==> src/rtl/dsf_pkg.sv <==
package dsf_pkg;
  localparam int unsigned FLAG_KINDS   = 5;
  localparam int unsigned LANES_PER_WD = 4;
  localparam int unsigned WORD_BITS    = 32;

  // Start bit of a stream lane's group inside a status or clear word.
  function automatic int unsigned lane_base(input int unsigned lane);
    case (lane)
      0:       return 0;
      1:       return 6;
      2:       return 16;
      3:       return 22;
      default: return 0;
    endcase
  endfunction

  // Position of a flag kind inside its group; relative bit 1 is left empty.
  function automatic int unsigned kind_pos(input int unsigned kind);
    return (kind == 0) ? 0 : kind + 1;
  endfunction

  // Mask of word bits that carry a flag.
  function automatic logic [WORD_BITS-1:0] used_mask();
    logic [WORD_BITS-1:0] m;
    m = '0;
    for (int unsigned l = 0; l < LANES_PER_WD; l++)
      for (int unsigned k = 0; k < FLAG_KINDS; k++)
        m[lane_base(l) + kind_pos(k)] = 1'b1;
    return m;
  endfunction
endpackage

==> src/rtl/dsf_stream_flags.sv <==
module dsf_stream_flags #(
  parameter int unsigned NKIND = 5
) (
  input  logic             clk,
  input  logic             rst_n,
  input  logic [NKIND-1:0] evt_i,
  input  logic [NKIND-1:0] clr_i,
  input  logic [NKIND-1:0] ien_i,
  output logic [NKIND-1:0] flags_o,
  output logic             irq_o
);
  logic [NKIND-1:0] flags_q;
  logic [NKIND-1:0] flags_d;
  logic [NKIND-1:0] armed;

  // Set has priority over clear on the same flag.
  always_comb flags_d = (flags_q & ~clr_i) | evt_i;

  always_ff @(posedge clk or negedge rst_n) begin
    if (!rst_n) flags_q <= '0;
    else        flags_q <= flags_d;
  end

  assign armed   = flags_q & ien_i;
  assign irq_o   = |armed;
  assign flags_o = flags_q;

  assert_set_R2: assert property (@(posedge clk) disable iff (!rst_n)
    (evt_i != '0) |=> ((flags_o & $past(evt_i)) == $past(evt_i)));

  assert_hold_R2: assert property (@(posedge clk) disable iff (!rst_n)
    (evt_i == '0 && clr_i == '0) |=> $stable(flags_o));

  assert_clear_R5: assert property (@(posedge clk) disable iff (!rst_n)
    ((clr_i & ~evt_i) != '0) |=> ((flags_o & $past(clr_i & ~evt_i)) == '0));

  assert_collide_R7: assert property (@(posedge clk) disable iff (!rst_n)
    ((clr_i & evt_i) != '0) |=> ((flags_o & $past(clr_i & evt_i)) == $past(clr_i & evt_i)));

  assert_irq_quiet_R8: assert property (@(posedge clk) disable iff (!rst_n)
    (ien_i == '0 || flags_o == '0) |-> !irq_o);
endmodule

==> src/rtl/dsf_word_map.sv <==
module dsf_word_map
  import dsf_pkg::*;
#(
  parameter int unsigned NKIND  = FLAG_KINDS,
  parameter int unsigned LANES  = LANES_PER_WD,
  parameter int unsigned DATA_W = WORD_BITS
) (
  input  logic [LANES*NKIND-1:0] flags_i,
  input  logic [DATA_W-1:0]      wdata_i,
  output logic [DATA_W-1:0]      word_o,
  output logic [LANES*NKIND-1:0] wbits_o
);
  // Packs lane flags into a word and picks clear bits out of a written word.
  always_comb begin
    word_o  = '0;
    wbits_o = '0;
    for (int unsigned l = 0; l < LANES; l++) begin
      for (int unsigned k = 0; k < NKIND; k++) begin
        word_o[lane_base(l) + kind_pos(k)] = flags_i[l*NKIND + k];
        wbits_o[l*NKIND + k]               = wdata_i[lane_base(l) + kind_pos(k)];
      end
    end
  end
endmodule

==> src/rtl/dma_status_bank.sv <==
module dma_status_bank
  import dsf_pkg::*;
#(
  parameter int unsigned NUM_STREAMS = 8,
  parameter int unsigned NKIND       = FLAG_KINDS,
  parameter int unsigned LANES       = LANES_PER_WD,
  parameter int unsigned DATA_W      = WORD_BITS,
  localparam int unsigned NUM_WORDS  = NUM_STREAMS / LANES,
  localparam int unsigned ADDR_W     = $clog2(2 * NUM_WORDS),
  localparam int unsigned NBITS      = NUM_STREAMS * NKIND
) (
  input  logic              clk,
  input  logic              rst_n,
  input  logic [NBITS-1:0]  evt_i,
  input  logic [NBITS-1:0]  irq_en_i,
  input  logic [ADDR_W-1:0] reg_addr_i,
  input  logic              reg_wr_i,
  input  logic [DATA_W-1:0] reg_wdata_i,
  output logic [DATA_W-1:0] reg_rdata_o,
  output logic [NUM_STREAMS-1:0] irq_o
);
  localparam int unsigned WBITS = LANES * NKIND;

  logic [NBITS-1:0]     flags_all;
  logic [NBITS-1:0]     clr_all;
  logic [DATA_W-1:0]    status_word [NUM_WORDS];
  logic [NUM_WORDS-1:0] clr_sel;

  for (genvar w = 0; w < NUM_WORDS; w++) begin : g_word
    logic [WBITS-1:0] wbits;

    assign clr_sel[w] = reg_wr_i && (reg_addr_i == ADDR_W'(NUM_WORDS + w));

    dsf_word_map #(.NKIND(NKIND), .LANES(LANES), .DATA_W(DATA_W)) map_i (
      .flags_i (flags_all[w*WBITS +: WBITS]),
      .wdata_i (reg_wdata_i),
      .word_o  (status_word[w]),
      .wbits_o (wbits)
    );

    assign clr_all[w*WBITS +: WBITS] = wbits & {WBITS{clr_sel[w]}};
  end

  for (genvar s = 0; s < NUM_STREAMS; s++) begin : g_stream
    dsf_stream_flags #(.NKIND(NKIND)) flags_i (
      .clk     (clk),
      .rst_n   (rst_n),
      .evt_i   (evt_i[s*NKIND +: NKIND]),
      .clr_i   (clr_all[s*NKIND +: NKIND]),
      .ien_i   (irq_en_i[s*NKIND +: NKIND]),
      .flags_o (flags_all[s*NKIND +: NKIND]),
      .irq_o   (irq_o[s])
    );
  end

  // Status words read back; clear words read as zero.
  always_comb begin
    reg_rdata_o = '0;
    for (int unsigned w = 0; w < NUM_WORDS; w++)
      if (reg_addr_i == ADDR_W'(w)) reg_rdata_o = status_word[w];
  end

  assert_rsvd_zero_R4: assert property (@(posedge clk) disable iff (!rst_n)
    (reg_rdata_o & ~used_mask()) == '0);

  assert_clr_read_R9: assert property (@(posedge clk) disable iff (!rst_n)
    (reg_addr_i >= ADDR_W'(NUM_WORDS)) |-> (reg_rdata_o == '0));

  assert_no_status_clear_R6: assert property (@(posedge clk) disable iff (!rst_n)
    (reg_wr_i && reg_addr_i < ADDR_W'(NUM_WORDS)) |-> (clr_all == '0));
endmodule

==> config.mk <==
export PLATFORM = sky130hd
export DESIGN_NAME = dma_status_bank
export DESIGN_NICKNAME = d
export VERILOG_FILES = /design/src/rtl/dsf_pkg.sv /design/src/rtl/dsf_stream_flags.sv /design/src/rtl/dsf_word_map.sv /design/src/rtl/dma_status_bank.sv
export SDC_FILE = /design/constraint.sdc
export NUM_CORES = 1
export LEC_CHECK = 0
export CAP_MARGIN = 15
export CORE_MARGIN = 2
export CORE_UTILIZATION = 35
export DETAILED_ROUTE_END_ITERATION = 8
export PLACE_DENSITY = 0.81
export SETUP_SLACK_MARGIN = 0.05
export SYNTH_ARGS = -nofsm -noshare
export SYNTH_HDL_FRONTEND = slang
export SYNTH_SLANG_ARGS = --single-unit
==> constraint.sdc <==
create_clock -name clk -period 1.3 [get_ports clk]
set_clock_uncertainty 0.05 [all_clocks]
set_input_delay 0.195 -clock clk [delete_from_list [all_inputs] [get_ports clk]]
set_output_delay 0.195 -clock clk [all_outputs]
set_load 0.005 [all_outputs]
==> impl_metrics.json <==
{
  "ys_types": 15,
  "final.setup.worst_slack_ns": -0.297,
  "sw_frac_of_total": 0.252,
  "place.gp.congestion": 0.817,
  "violations": "negative setup slack",
  "drc": 0,
  "overflow": 0,
  "outcome": "complete, but fails checks",
  "setup_tns_ns": -2.76,
  "final_common_cell": "clkdlybuf4s50_1",
  "setup.worst_path.start_class": "flop",
  "finalMaxSlewViolations": 0,
  "cts_tree": "built",
  "p_seq_frac": 0.455,
  "avgSynthCellArea_um2": 9.32,
  "whs_ns": 0.380,
  "ff2ff_path_depth": 4,
  "grt_max_degree": 21,
  "timing.rr.end": "g_stream[5].flags_i.flags_o[0]$_DFF_PN0_",
  "fin_nets": 536,
  "path_cells": "a222oi_1 -> nand2_1 -> buf_2",
  "core_area_mm2": 0.00624,
  "grt_setup_unrepaired": "yes",
  "ys_ff_latch": 40,
  "vias": 2499,
  "grt.total_usage": 0.225,
  "place_ws_ns": -0.548,
  "vias_per_cell": 5.04,
  "area_delta_synth_final_pct": 82.6,
  "critPathMaxStageDelay_ns": 0.44,
  "final_cell_mix": "101 x clkdlybuf4s50_1, 40 x nor2_1, 40 x dfrtp_1, 34 x buf_4, 30 x buf_2",
  "cp.depth": 3,
  "largest_register_ffs": 40,
  "p_int_mw": 2.17,
  "cp_top_family": "compound AO/OA/AOI/OAI gates",
  "rr_startpoint": "g_stream[5].flags_i.flags_o[0]$_DFF_PN0_",
  "endpoint": "irq_o[5]",
  "portBuffers": 132,
  "die_area_mm2": 0.00702,
  "power.leakage_nw": 1.72,
  "dieHeight_um": 83.8,
  "cts_buffers": 5,
  "cp_slowest_cell": "a222oi_1",
  "clock_path_buffers": 2,
  "ys_seq_area_frac": 0.449,
  "cts_htree_levels": 2,
  "min_period_ns": 1.60,
  "power.share.clock": 0.264,
  "p_total_mw": 2.90,
  "syn_area_mm2": 0.00223,
  "cellPowerDensity_mw_per_mm2": 713,
  "crit_type": "flop to primary output",
  "fp.dieW_um": 83.8,
  "dp_hpwl_um": 5580,
  "power_frac_comb": 0.281,
  "finalSetupViolCount": 20,
  "clk_pin_slew_ns": 0.08,
  "clock_latency_ns": 0.29,
  "utilization": 0.652,
  "report.final.hold_viol_count": 0,
  "arrival_ns": 1.35,
  "wl_per_cell_um": 15.8,
  "drt_iter0_markers": 99,
  "initial_utilization": 0.357,
  "first_pass_iters": 6,
  "required_ns": 1.05,
  "fmax_mhz": 626,
  "crit_buf_inv": 1,
  "clock-root-buffer": "clkbuf_8",
  "cts.sinks": 40,
  "rows": 29,
  "end_kind": "primary output",
  "max_cap_viol_count": 0,
  "switchingPower_mw": 0.733,
  "crit_start": "g_stream[5].flags_i.flags_o[0]$_DFF_PN0_",
  "period_share": 1.23,
  "r2r_setup_slack_ns": 0.26,
  "peakVddDrop_mv": 0.467,
  "ant_nets": 0,
  "drive_gt1_frac": 0.251,
  "hold_path.class": "primary input to async pin",
  "synth-warning-count": 0,
  "grt_pass1_wl_um": 12700,
  "num_io_pins": 157,
  "synthCells": 239,
  "grt_pass1_vias": 2660,
  "wirelength_um": 7830,
  "n_antenna_cell": 0,
  "antenna_found_initial": 0,
  "crit_fanout": 2
}
==> power by group through the flow <==
stage	Combinational [mW]	Sequential (mW)	Clock, mW
after global routing	0.877	1.32	0.864
after detailed placement	0.765	1.35	0
after CTS	0.806	1.32	0.803
after global placement	0.752	1.34	0
after floorplan	0.236	1.34	0
final	0.817	1.32	0.767
==> how the worst min path moves through the flow <==
stage,slack [ns],to,cells past startpoint
floorplan,-0.15,g_stream[0].flags_i.flags_o[0]$_DFF_PN0_,0
global placement,0.14,g_stream[3].flags_i.flags_o[3]$_DFF_PN0_,2
finish,0.38,g_stream[4].flags_i.flags_o[0]$_DFF_PN0_,3
detailed placement,0.14,g_stream[7].flags_i.flags_o[3]$_DFF_PN0_,2
CTS,0.37,g_stream[7].flags_i.flags_o[1]$_DFF_PN0_,4
global route,0.40,g_stream[4].flags_i.flags_o[0]$_DFF_PN0_,3
==> cell families (layout without fill, tap and decap cells) <==
kind of cell | count (synthesis) | in the layout | share of synthesized area
simple gates | 69 | 69 | 0.141
compound gates | 56 | 56 | 0.186
buf+inv | 53 | 222 | 0.132
flops | 40 | 40 | 0.449
mux | 20 | 20 | 0.0898
other cells | 1 | 12 | 0.00168
==> timing repair <==
item / 4_1_cts / 5_1_grt
pin swaps: 30 / 17
endpoints found under the setup margin: 48 / 48
hold endpoints to repair: 40 / 0
gates cloned: 1 / 0
resized for setup: 135 / 14
buffers inserted: 26 / 8
hold buffers: 1 / 0
==> final cells by class <==
| cell class | count | area [um2] |
|---|---|---|
| inverters | 20 | 75.1 |
| fillers | 545 | 2170 |
| clock buffers | 6 | 72.6 |
| multi-input cells | 157 | 1020 |
| flip-flops and latches | 40 | 1000 |
| clock inverters | 1 | 5.00 |
| repair buffers | 195 | 1800 |
| well taps | 77 | 96.3 |
==> Yosys cell counts (all sizes together) <==
cell | count | area [um2]
a222oi | 8 | 80.1
and3b | 1 | 8.76
nand2 | 8 | 30.0
conb | 1 | 3.75
dfrtp | 40 | 1000
clkbuf | 1 | 3.75
a22oi | 8 | 60.1
nor2 | 40 | 150
mux2i | 20 | 200
nand4 | 20 | 125
a21o | 20 | 150
inv | 20 | 75.1
a31oi | 20 | 125
buf | 32 | 215
==> worst register-to-register path, cell delays in order, from the launching register on <==
cell and delay, ns:
dfrtp_1 0.40, buf_4 0.14, buf_6 0.10, buf_6 0.10
a21o_1 0.14
==> per-stage QoR <==
step / instances / cell area, um2
floorplan: 250 / 2270
global placement: 459 / 3740
detailed placement: 459 / 3740
CTS: 492 / 4020
global route: 496 / 4070
finish: 496 / 4070
==> routing by layer <==
layer / track usage / vias up / part of all wire
li1: - / 1197 / -
met4: 0.0616 / 0 / 0.016
met2: 0.399 / 119 / 0.51
met5: 0 / - / 0
met3: 0.0534 / 14 / 0.069
met1: 0.272 / 1169 / 0.41
No activity file was read; power rests on OpenSTA's default activity.
